`config.mk`:
```
export PLATFORM = sky130hd
export DESIGN_NAME = ser_word_framer
export DESIGN_NICKNAME = d
export VERILOG_FILES = /design/src/rtl/ser_word_framer.sv
export SDC_FILE = /design/constraint.sdc
export NUM_CORES = 1
export LEC_CHECK = 0
export ABC_AREA = 1
export BUFFER_PORTS_ARGS = -buffer_cell sky130_fd_sc_hd__buf_2
export CORE_UTILIZATION = 38
export CTS_CLUSTER_DIAMETER = 150
export DETAILED_ROUTE_END_ITERATION = 12
export SLEW_MARGIN = 0
export SYNTH_ARGS = -nofsm -noshare
export SYNTH_HDL_FRONTEND = slang
export SYNTH_SLANG_ARGS = --single-unit
```
`constraint.sdc`:
```
create_clock -name clk -period 1.8 [get_ports clk]
set_input_delay 0.09 -clock clk [delete_from_list [all_inputs] [get_ports clk]]
set_output_delay 0.09 -clock clk [all_outputs]
set_load 0.02 [all_outputs]
```
`src/rtl/ser_word_framer.sv`:
```
module ser_word_framer #(
  parameter int WORD_W = 32
) (
  input  logic              clk,
  input  logic              rst_n,
  input  logic              word_vld,
  input  logic [WORD_W-1:0] word_in,
  input  logic              sclk_inv,
  input  logic              rate_sel0,
  input  logic              rate_sel1,
  input  logic              i2s_mode,
  output logic              sck_o,
  output logic              sd_o,
  output logic              frame_o,
  output logic              half_o
);
  localparam int CW = $clog2(WORD_W);
  localparam int HW = CW - 1;
  localparam logic [CW-1:0] LAST_IDX = CW'(WORD_W - 1);
  localparam logic [CW:0]   TWO = (CW + 1)'(2);

  logic              busy, raw, fl, lead, slow_q, i2s_q, pend_v;
  logic [WORD_W-1:0] sh, pend_w;
  logic [CW-1:0]     bitcnt;
  logic [1:0]        ph;

  wire [1:0]  ph_mid    = slow_q ? 2'd1 : 2'd0;
  wire [1:0]  ph_end    = slow_q ? 2'd3 : 2'd1;
  wire        slot_end  = busy && (ph == ph_end);
  wire        frame_end = slot_end && !lead && (bitcnt == LAST_IDX);
  wire        go        = (word_vld && !busy) || (frame_end && (word_vld || pend_v));
  wire [WORD_W-1:0] go_word = word_vld ? word_in : pend_w;
  wire [CW:0] k_plus2   = {1'b0, bitcnt} + TWO;

  assign sck_o   = raw ^ sclk_inv;
  assign sd_o    = busy & ~lead & sh[WORD_W-1];
  assign frame_o = fl;
  assign half_o  = busy & ~lead & (&bitcnt[HW-1:0]);

  always_ff @(posedge clk or negedge rst_n) begin
    if (!rst_n) begin
      pend_v <= 1'b0;
      pend_w <= '0;
    end else if (busy && !frame_end && word_vld) begin
      pend_v <= 1'b1;
      pend_w <= word_in;
    end else if (frame_end) begin
      pend_v <= 1'b0;
    end
  end

  always_ff @(posedge clk or negedge rst_n) begin
    if (!rst_n) begin
      busy   <= 1'b0;
      raw    <= 1'b0;
      fl     <= 1'b1;
      lead   <= 1'b0;
      slow_q <= 1'b0;
      i2s_q  <= 1'b0;
      sh     <= '0;
      bitcnt <= '0;
      ph     <= 2'd0;
    end else if (go) begin
      busy   <= 1'b1;
      raw    <= 1'b1;
      fl     <= 1'b0;
      lead   <= i2s_mode & fl;
      slow_q <= rate_sel0 ^ rate_sel1;
      i2s_q  <= i2s_mode;
      sh     <= go_word;
      bitcnt <= '0;
      ph     <= 2'd0;
    end else if (busy) begin
      if (ph == ph_mid) begin
        raw <= 1'b0;
        ph  <= ph + 2'd1;
      end else if (ph == ph_end) begin
        ph  <= 2'd0;
        raw <= 1'b1;
        if (lead) begin
          lead <= 1'b0;
        end else if (bitcnt == LAST_IDX) begin
          busy <= 1'b0;
          raw  <= 1'b0;
          fl   <= 1'b1;
        end else begin
          bitcnt <= bitcnt + 1'b1;
          sh     <= {sh[WORD_W-2:0], 1'b0};
          fl     <= i2s_q & k_plus2[HW];
        end
      end else begin
        ph <= ph + 2'd1;
      end
    end
  end

  p_idle_levels_r1: assert property (@(posedge clk) disable iff (!rst_n)
    !busy |-> (fl && !raw && !pend_v));

  p_spi_frame_low_r2: assert property (@(posedge clk) disable iff (!rst_n)
    (busy && !i2s_q) |-> !frame_o);

  p_bit_step_r2: assert property (@(posedge clk) disable iff (!rst_n)
    (slot_end && !lead && bitcnt != LAST_IDX) |=> (bitcnt == $past(bitcnt) + 1'b1));

  p_data_hold_r3: assert property (@(posedge clk) disable iff (!rst_n)
    (busy && !$rose(raw) && $past(busy)) |-> $stable(sh));

  p_rise_at_slot_r5: assert property (@(posedge clk) disable iff (!rst_n)
    $rose(raw) |-> (ph == 2'd0));

  p_latch_in_frame_r6: assert property (@(posedge clk) disable iff (!rst_n)
    (half_o && !i2s_q) |-> !frame_o);

  p_pend_only_busy_r7: assert property (@(posedge clk) disable iff (!rst_n)
    pend_v |-> busy);

  p_rate_hold_r9: assert property (@(posedge clk) disable iff (!rst_n)
    (busy && !go) |=> $stable(slow_q));
endmodule

```
==> reports/qor.log, run 1 <==
qor: floorplanning.count_of_standard_cell_rows 35
qor: floorplanning.die-width 101.3 um
qor: placed_design.placement.io_buffers 42
qor: sta.final_critical_path_setup_slack -0.1322 ns
qor: yosys.ys_async_sr_fraction 100.0%
qor: global_route.antenna_found_initial 0
qor: sta.worstMarginPinSlew 0.3885 ns
qor: yosys.yosys_warnings 0
qor: layout.final-seq-area 1954 um2
qor: yosys.syn-instance-count 456
qor: floorplanning.die-height 101.3 um
qor: global_route.groute.usage.overall 18.88%
qor: drt.route.vias.total 3273
qor: min_path.hold_path_class in2reg
qor: yosys.yosys_most_used_dff sky130_fd_sc_hd__dfrtp_1
qor: yosys.synth_cell_type_count 32
qor: layout.finalNetCount 592
qor: layout.layout-drive-gt1-share 31.29%
qor: global_route.grt_pass1_vias 3247
qor: drt.dr.pass1.iters 4
qor: floorplanning.coreArea 9371 um2
qor: clocking.clock_insertion_delay_worst_skew 0.35 ns
qor: run_status.run_status finished with violations
qor: sta.finalHoldViolCount 0
qor: drt.number_of_design_rule_violations_left_after_detail_routing 0
qor: sta.unrepaired_setup_endpoints_after_global_routing true
qor: yosys.yosysTopAreaCell sky130_fd_sc_hd__dfrtp_1
qor: layout.diodes 0
qor: run_status.violations negative setup slack
qor: clocking.worst_setup_hold_path_clk_slew 0.08 ns
qor: layout.area_of_the_multi_input_gates 1795 um2
qor: sta.finalCritPeriodShare 107.3%
qor: layout.final_cells 685
qor: layout.area_added_between_synthesis_and_finish 40.46%
qor: clocking.clock-sinks 78
qor: sta.period_needed 1.932 ns
qor: critical_path.crit_type reg2reg
qor: sta.fin_worst_hold_slack 0.04729 ns
qor: power_and_ir_drop.static-leakage-power 2.463 nW
qor: critical_path.crit_start_category flop
qor: yosys.synth_common_cells 148 x sky130_fd_sc_hd__nand2_1, 77 x sky130_fd_sc_hd__dfrtp_1, 68 x sky130_fd_sc_hd__nor2_1, 34 x sky130_fd_sc_hd__o21ai_0, 27 x sky130_fd_sc_hd__inv_1
qor: sta.tns_setup -5.282 ns
qor: placed_design.gp_congestion 0.7820
qor: critical_path.cp_data_required_time 2.04 ns
qor: yosys.synthMostInstantiatedCell sky130_fd_sc_hd__nand2_1
qor: drt.routed_wl_per_cell 12.85 um
qor: yosys.synthesis_stage_register_bit_count 78
qor: placed_design.place_inst 628
qor: clocking.cts_max_path_buffers 2
qor: yosys.mappedNetlistArea 3745 um2
qor: yosys.avgSynthCellArea 8.212 um2
qor: floorplanning.die_area 10260 um2
qor: sta.timing.fmax 0.5175 GHz
qor: floorplanning.floorplan.io_pins 43
qor: yosys.netlist_top_cells_area sky130_fd_sc_hd__dfrtp_1 51%, sky130_fd_sc_hd__nand2_1 15%, sky130_fd_sc_hd__nor2_1 6.8%
qor: power_and_ir_drop.design_power_total 5.488 mW
qor: clocking.cts-htree-levels 3
qor: critical_path.worst_setup_path_end_kind flop
qor: clocking.clock_tree_from_tritoncts built
qor: run.cap_viol_max_count 0
qor: clocking.ctsRootBufferMaster sky130_fd_sc_hd__clkbuf_8
qor: global_route.grt-ovfl-total 0
qor: power_and_ir_drop.vdd_ir_drop_max 0.4330 mV
qor: power_and_ir_drop.power_per_cell_area 1043 nW/um2
qor: drt.detail-route-antenna-nets 0
qor: yosys.synth_seq_area_share 52.16%
qor: layout.final_core_utilization 56.13%
qor: clocking.number_of_buffers_created_by_cts 9
qor: drt.first_drt_iteration_drcs 137
qor: critical_path.worst_ep_arrival_time 2.17 ns
qor: sta.relSlewSlack 74.07%
qor: global_route.grt_max_degree 36
qor: yosys.synth_enable_flop_cells 0
qor: yosys.synth_largest_type_area_fraction 51.45%
qor: sta.timing.clock.skew 0.01170 ns
qor: global_route.grt_pass1_wl 15.01 mm
qor: sta.timing.final.max_slew_violations 0
qor: layout.n_fill_cell 854
qor: drt.drt-vias-per-instance 4.778
qor: floorplanning.initial_core_util 39.96%
qor: placed_design.dp.final_hpwl 5.642 mm
qor: critical_path.cp_max_fo 7
qor: drt.routed_wirelength 8.802 mm
qor: sta.report.final.setup_viol 75
qor: yosys.synth.net_count 497
[state kept, by name, indices dropped and copies added, names as in the netlist]
name,cells
busy,1
ph,2
lead,1
pend_v,1
i2s_q,1
sh,32
pend_w,32
raw,1
slow_q,1
frame_o,1
bitcnt,5
[logic make-up after synthesis]
group | Yosys count | synth area share [%]
flops | 78 | 52.16
fa+ha+maj | 2 | 0.6681
simple gates | 237 | 25.26
xor+xnor | 4 | 0.9357
compound gates | 79 | 13.50
buf+inv | 56 | 7.484
[where the power goes]
part / leakage [nW] / internal [mW] / switching (mW)
combinational: 1.49 / 0.908 / 0.802
clock: 0.0899 / 0.645 / 0.650
sequential: 0.882 / 2.17 / 0.309
[metal layers]
layer	global-route usage (%)	part of all wire (%)	up-vias	wire length, um
li1	-	-	1655	-
met3	2.761	2.8	8	243
met4	7.023	1.2	0	106
met2	32.08	50	59	4374
met1	24.52	46	1551	4078
met5	0	0	-	0
[worst max-delay path: stages (launching register included)]
cell and delay (ns):
sky130_fd_sc_hd__dfrtp_1 0.39, sky130_fd_sc_hd__ha_2 0.20, sky130_fd_sc_hd__inv_2 0.06, sky130_fd_sc_hd__nor3_2 0.04
sky130_fd_sc_hd__ha_2 0.18, sky130_fd_sc_hd__inv_2 0.05, sky130_fd_sc_hd__nor2_2 0.03, sky130_fd_sc_hd__nand4_1 0.11
sky130_fd_sc_hd__nand2_2 0.10, sky130_fd_sc_hd__buf_6 0.13, sky130_fd_sc_hd__nor2_4 0.18, sky130_fd_sc_hd__inv_4 0.08
sky130_fd_sc_hd__clkbuf_16 0.17, sky130_fd_sc_hd__nand2_2 0.05, sky130_fd_sc_hd__nand2_1 0.05
[cells in the final DEF (no fill, tap or decap), types with 3 or more instances in the layout]
cell type / instances
sky130_fd_sc_hd__buf_4: 14
sky130_fd_sc_hd__inv_2: 5
sky130_fd_sc_hd__buf_6: 4
sky130_fd_sc_hd__nand2_4: 5
sky130_fd_sc_hd__o21ai_1: 19
sky130_fd_sc_hd__a21oi_1: 3
sky130_fd_sc_hd__buf_2: 41
sky130_fd_sc_hd__inv_1: 25
sky130_fd_sc_hd__xor2_1: 3
sky130_fd_sc_hd__dfrtp_1: 76
sky130_fd_sc_hd__nor2_2: 10
sky130_fd_sc_hd__nand2_2: 18
sky130_fd_sc_hd__buf_12: 11
sky130_fd_sc_hd__o22ai_1: 10
sky130_fd_sc_hd__nand3_1: 7
sky130_fd_sc_hd__nor2_4: 8
sky130_fd_sc_hd__o21ai_2: 3
sky130_fd_sc_hd__dlygate4sd3_1: 34
sky130_fd_sc_hd__nand2_1: 126
sky130_fd_sc_hd__nand3_2: 4
sky130_fd_sc_hd__o21ai_0: 19
sky130_fd_sc_hd__o22ai_2: 21
sky130_fd_sc_hd__nor2_1: 52
sky130_fd_sc_hd__clkbuf_8: 9
[final timing paths]
| check | start | endpoint | slack (ns) | cells past startpoint |
|---|---|---|---|---|
| max | bitcnt[0] | pend_w[3] | -0.13 | 14 |
| min | word_vld | busy | 0.05 | 3 |
| max reg2reg | bitcnt[0] | pend_w[3] | -0.13 | 14 |
| min reg2reg | pend_w[5] | pend_w[5] | 0.48 | 2 |
| max in group asynchronous | rst_n | frame_o | 0.96 | 3 |
| min in group asynchronous | rst_n | sh[6] | 0.17 | 2 |
[cell type report]
class	count	share of cell area, %
well taps	129	3.069
inverters	32	2.379
flip-flops and latches	78	37.16
multi-input cells	322	34.13
clock buffers	11	2.498
repair buffers	108	19.65
clock inverters	5	1.118
[per-stage QoR]
stage,area (um2),setup slack (ns)
after floorplan,3799,-0.04223
after global placement,4295,-0.04575
after detailed placement,4295,-0.1434
after CTS,5082,-0.1080
after global routing,5260,-0.2589
final,5260,-0.1322
[what timing repair did]
item                                   CTS  global route
cloned                                   3             1
endpoints found under the hold margin   89             0
pin swaps                               12            11
buffers inserted                         3             1
hold buffers                            34             0
gates resized for setup                 43            47
setup endpoints to repair               76            78
Power figures use the tool's default switching activity.
==> run 2: changes to the inputs <==
--- a/config.mk
+++ b/config.mk
@@ -10,6 +10,7 @@
 export CORE_UTILIZATION = 38
 export CTS_CLUSTER_DIAMETER = 150
 export DETAILED_ROUTE_END_ITERATION = 12
+export PLACE_DENSITY = 0.64
 export SLEW_MARGIN = 0
 export SYNTH_ARGS = -nofsm -noshare
 export SYNTH_HDL_FRONTEND = slang
==> run 2 against run 1 <==
Clock power about the same. Largest cell class unchanged. Largest power group unchanged. Cell count decreased by 0.88%. Register-to-register slack about the same. Hold slack got worse by 0.037 ns. Cell area decreased by 7.6%. Sequential cell count is the same. The run still ends with negative setup slack left. Sequential share of layout area grew 3.0 points. Global-route usage is 1.1 points lower. Highest routed layer unchanged. Via count down 1.4%. Core utilization decreased by 4.2 points. Die area unchanged. Sequential power shrank 2%. Critical endpoint is now pend_w[19].
==> reports/qor.log, run 2 (synthesis gave the netlist of run 1 again) <==
qor: sta.fin_worst_hold_slack 0.01041 ns [was 0.04729 ns]
qor: global_route.grt_pass1_vias 3138 [was 3247]
qor: run_status.run_status finished with violations [unchanged]
qor: drt.route.vias.total 3228 [was 3273]
qor: drt.first_drt_iteration_drcs 152 [was 137]
qor: clocking.cts-htree-levels 3 [unchanged]
qor: sta.worstMarginPinSlew 0.3913 ns [was 0.3885 ns]
qor: critical_path.crit_type reg2reg [unchanged]
qor: drt.number_of_design_rule_violations_left_after_detail_routing 0 [unchanged]
qor: layout.mostFrequentLayoutCell sky130_fd_sc_hd__nand2_1 [unchanged]
qor: clocking.clock_insertion_delay_worst_skew 0.35 ns [about the same]
qor: run.cap_viol_max_count 0 [unchanged]
qor: sta.relSlewSlack 73.91% [was 74.07%]
qor: power_and_ir_drop.power.switching 1.627 mW [was 1.761 mW]
qor: global_route.antenna_found_initial 0 [unchanged]
qor: floorplanning.initial_core_util 39.96% [unchanged]
qor: power_and_ir_drop.static-leakage-power 2.338 nW [was 2.463 nW]
qor: placed_design.dp.final_hpwl 5.489 mm [was 5.642 mm]
qor: global_route.groute.usage.overall 17.78% [was 18.88%]
qor: power_and_ir_drop.power_share_of_the_clock_group 25.8% [was 23.6%]
qor: floorplanning.floorplan.io_pins 43 [unchanged]
qor: power_and_ir_drop.internal_power 3.539 mW [was 3.728 mW]
qor: clocking.cts_max_path_buffers 2 [unchanged]
qor: layout.n_fill_cell 892 [was 854]
qor: clocking.clock-sinks 78 [unchanged]
qor: critical_path.cp_max_fo 17 [was 7]
qor: drt.routed_wirelength 8.522 mm [was 8.802 mm]
qor: power_and_ir_drop.vdd_ir_drop_max 0.4840 mV [was 0.4330 mV]
qor: global_route.global_route.usage.met2 30.40% [was 32.08%]
qor: placed_design.placement.io_buffers 42 [unchanged]
qor: layout.finalNetCount 586 [was 592]
qor: floorplanning.die-height 101.3 um [unchanged]
qor: floorplanning.die-width 101.3 um [unchanged]
qor: clocking.clock_tree_from_tritoncts built [unchanged]
qor: sta.period_needed 1.943 ns [was 1.932 ns]
qor: drt.detail-route-antenna-nets 0 [unchanged]
qor: power_and_ir_drop.power.share.sequential 46.8% [was 45.3%]
qor: floorplanning.coreArea 9371 um2 [unchanged]
qor: sta.timing.final.max_slew_violations 0 [unchanged]
qor: global_route.grt_pass1_wl 14.21 mm [was 15.01 mm]
qor: drt.drt-vias-per-instance 4.754 [was 4.778]
qor: power_and_ir_drop.power_per_cell_area 1062 nW/um2 [was 1043 nW/um2]
qor: global_route.met3_usage_grt 3.175% [was 2.761%]
qor: critical_path.worst_setup_path_end_kind flop [unchanged]
qor: critical_path.cp_data_required_time 2.04 ns [about the same]
qor: sta.report.final.setup_viol 74 [was 75]
qor: drt.routed_wl_per_cell 12.55 um [was 12.85 um]
qor: placed_design.postPlaceCellArea 4255 um2 [was 4295 um2]
qor: drt.dr.pass1.iters 4 [unchanged]
qor: sta.finalHoldViolCount 0 [unchanged]
qor: sta.timing.fmax 0.5146 GHz [was 0.5175 GHz]
qor: layout.layout-drive-gt1-share 21.45% [was 31.29%]
qor: critical_path.worst_ep_arrival_time 2.18 ns [was 2.17 ns]
qor: layout.fin_area 4862 um2 [was 5260 um2]
qor: min_path.hold_path_class in2reg [unchanged]
qor: global_route.gr-max-usage-layer met2 [unchanged]
qor: clocking.ctsRootBufferMaster sky130_fd_sc_hd__clkbuf_8 [unchanged]
qor: global_route.grt-ovfl-total 0 [unchanged]
qor: global_route.globalRouteMet1Util 22.41% [was 24.52%]
qor: critical_path.crit_start_category flop [unchanged]
qor: floorplanning.count_of_standard_cell_rows 35 [unchanged]
qor: placed_design.place_worst_setup_slack -0.1104 ns [was -0.1434 ns]
qor: layout.biggestRegsByFlops pend_w x32, sh x32, bitcnt x5 [unchanged]
qor: sta.unrepaired_setup_endpoints_after_global_routing true [unchanged]
qor: sta.finalCritPeriodShare 108.0% [was 107.3%]
qor: global_route.grt_max_degree 41 [was 36]
qor: run_status.violations negative setup slack [unchanged]
qor: sta.timing.clock.skew 0.01050 ns [was 0.01170 ns]
qor: layout.diodes 0 [unchanged]
qor: layout.area_added_between_synthesis_and_finish 29.84% [was 40.46%]
qor: clocking.number_of_buffers_created_by_cts 9 [unchanged]
qor: placed_design.gp_congestion 0.8403 [was 0.7820]
qor: power_and_ir_drop.combPwrFrac 27.4% [was 31.2%]
qor: layout.mostFrequentLayoutCells 145 x sky130_fd_sc_hd__nand2_1, 77 x sky130_fd_sc_hd__dfrtp_1, 68 x sky130_fd_sc_hd__nor2_1, 41 x sky130_fd_sc_hd__buf_2, 33 x sky130_fd_sc_hd__dlygate4sd3_1 [was 126 x sky130_fd_sc_hd__nand2_1, 76 x sky130_fd_sc_hd__dfrtp_1, 52 x sky130_fd_sc_hd__nor2_1, 41 x sky130_fd_sc_hd__buf_2, 34 x sky130_fd_sc_hd__dlygate4sd3_1]
qor: power_and_ir_drop.p_sw_share 31.49% [was 32.08%]
qor: clocking.worst_setup_hold_path_clk_slew 0.09 ns [was 0.08 ns]
qor: sta.final_critical_path_setup_slack -0.1432 ns [was -0.1322 ns]
qor: floorplanning.die_area 10260 um2 [unchanged]
-- run 2: worst paths after layout --
kind                             startpoint          to  slack [ns]  cells past startpoint
worst max-delay path              bitcnt[1]  pend_w[19]       -0.14                     12
worst min-delay path            word_in[25]  pend_w[25]        0.01                      3
worst max register to register    bitcnt[1]  pend_w[19]       -0.14                     12
worst min register to register   pend_w[31]  pend_w[31]        0.47                      2
max in group asynchronous             rst_n     frame_o        1.03                      3
min in group asynchronous             rst_n   pend_w[1]        0.14                      2
-- run 2: cell type report --
type,count,area [um2],area share [%]
tap,129,161.4,3.320
clock buffer,10,137.6,2.831
sequential,78,1953,40.17
inverter,32,122.6,2.522
multi-input combinational,322,1554,31.96
timing repair buffer,102,872.1,17.94
clock inverter,6,61.31,1.261
-- run 2: power groups by stage --
stage	registers, mW	logic, mW	clock network [mW]
2_1_floorplan	2.41	0.869	0
3_3_place_gp	2.43	1.29	0
4_1_cts	2.42	1.39	1.37
6_report	2.42	1.41	1.33
3_5_place_dp	2.45	1.33	0
5_1_grt	2.47	1.58	1.44
-- run 2: per-stage QoR --
stage / instances / total power, mW / setup TNS [ns] / util, %
floorplan: 456 / 3.280 / -1.274 / -
global placement: 626 / 3.725 / -1.361 / 45.41
detailed placement: 626 / 3.780 / -3.934 / 45.41
CTS: 675 / 5.179 / -5.374 / 51.12
global route: 679 / 5.491 / -15.64 / 51.88
finish: 679 / 5.166 / -7.108 / 51.88
-- run 2: critical path, stage by stage (launching register included) --
cell	delay [ns]
sky130_fd_sc_hd__dfrtp_1	0.39
sky130_fd_sc_hd__ha_2	0.20
sky130_fd_sc_hd__inv_2	0.06
sky130_fd_sc_hd__nor3_2	0.04
sky130_fd_sc_hd__ha_2	0.18
sky130_fd_sc_hd__inv_2	0.05
sky130_fd_sc_hd__nor2_1	0.03
sky130_fd_sc_hd__nand4_1	0.11
sky130_fd_sc_hd__nand2_2	0.08
sky130_fd_sc_hd__buf_4	0.15
sky130_fd_sc_hd__nor2_4	0.22
sky130_fd_sc_hd__clkbuf_16	0.24
sky130_fd_sc_hd__o21ai_0	0.08
-- run 2: routing by layer --
| layer | vias up | routed length, um |
|---|---|---|
| met5 | - | 0 |
| met1 | 1536 | 4157 |
| met4 | 0 | 121 |
| met3 | 9 | 197 |
| li1 | 1633 | - |
| met2 | 50 | 4044 |
-- run 2: repair_timing --
item,CTS,global route
cloned,0,2
setup endpoints to repair,74,77
setup buffers,0,2
pin swaps,0,1
gates resized for setup,2,10
hold buffers,33,0
hold endpoints to repair,111,0
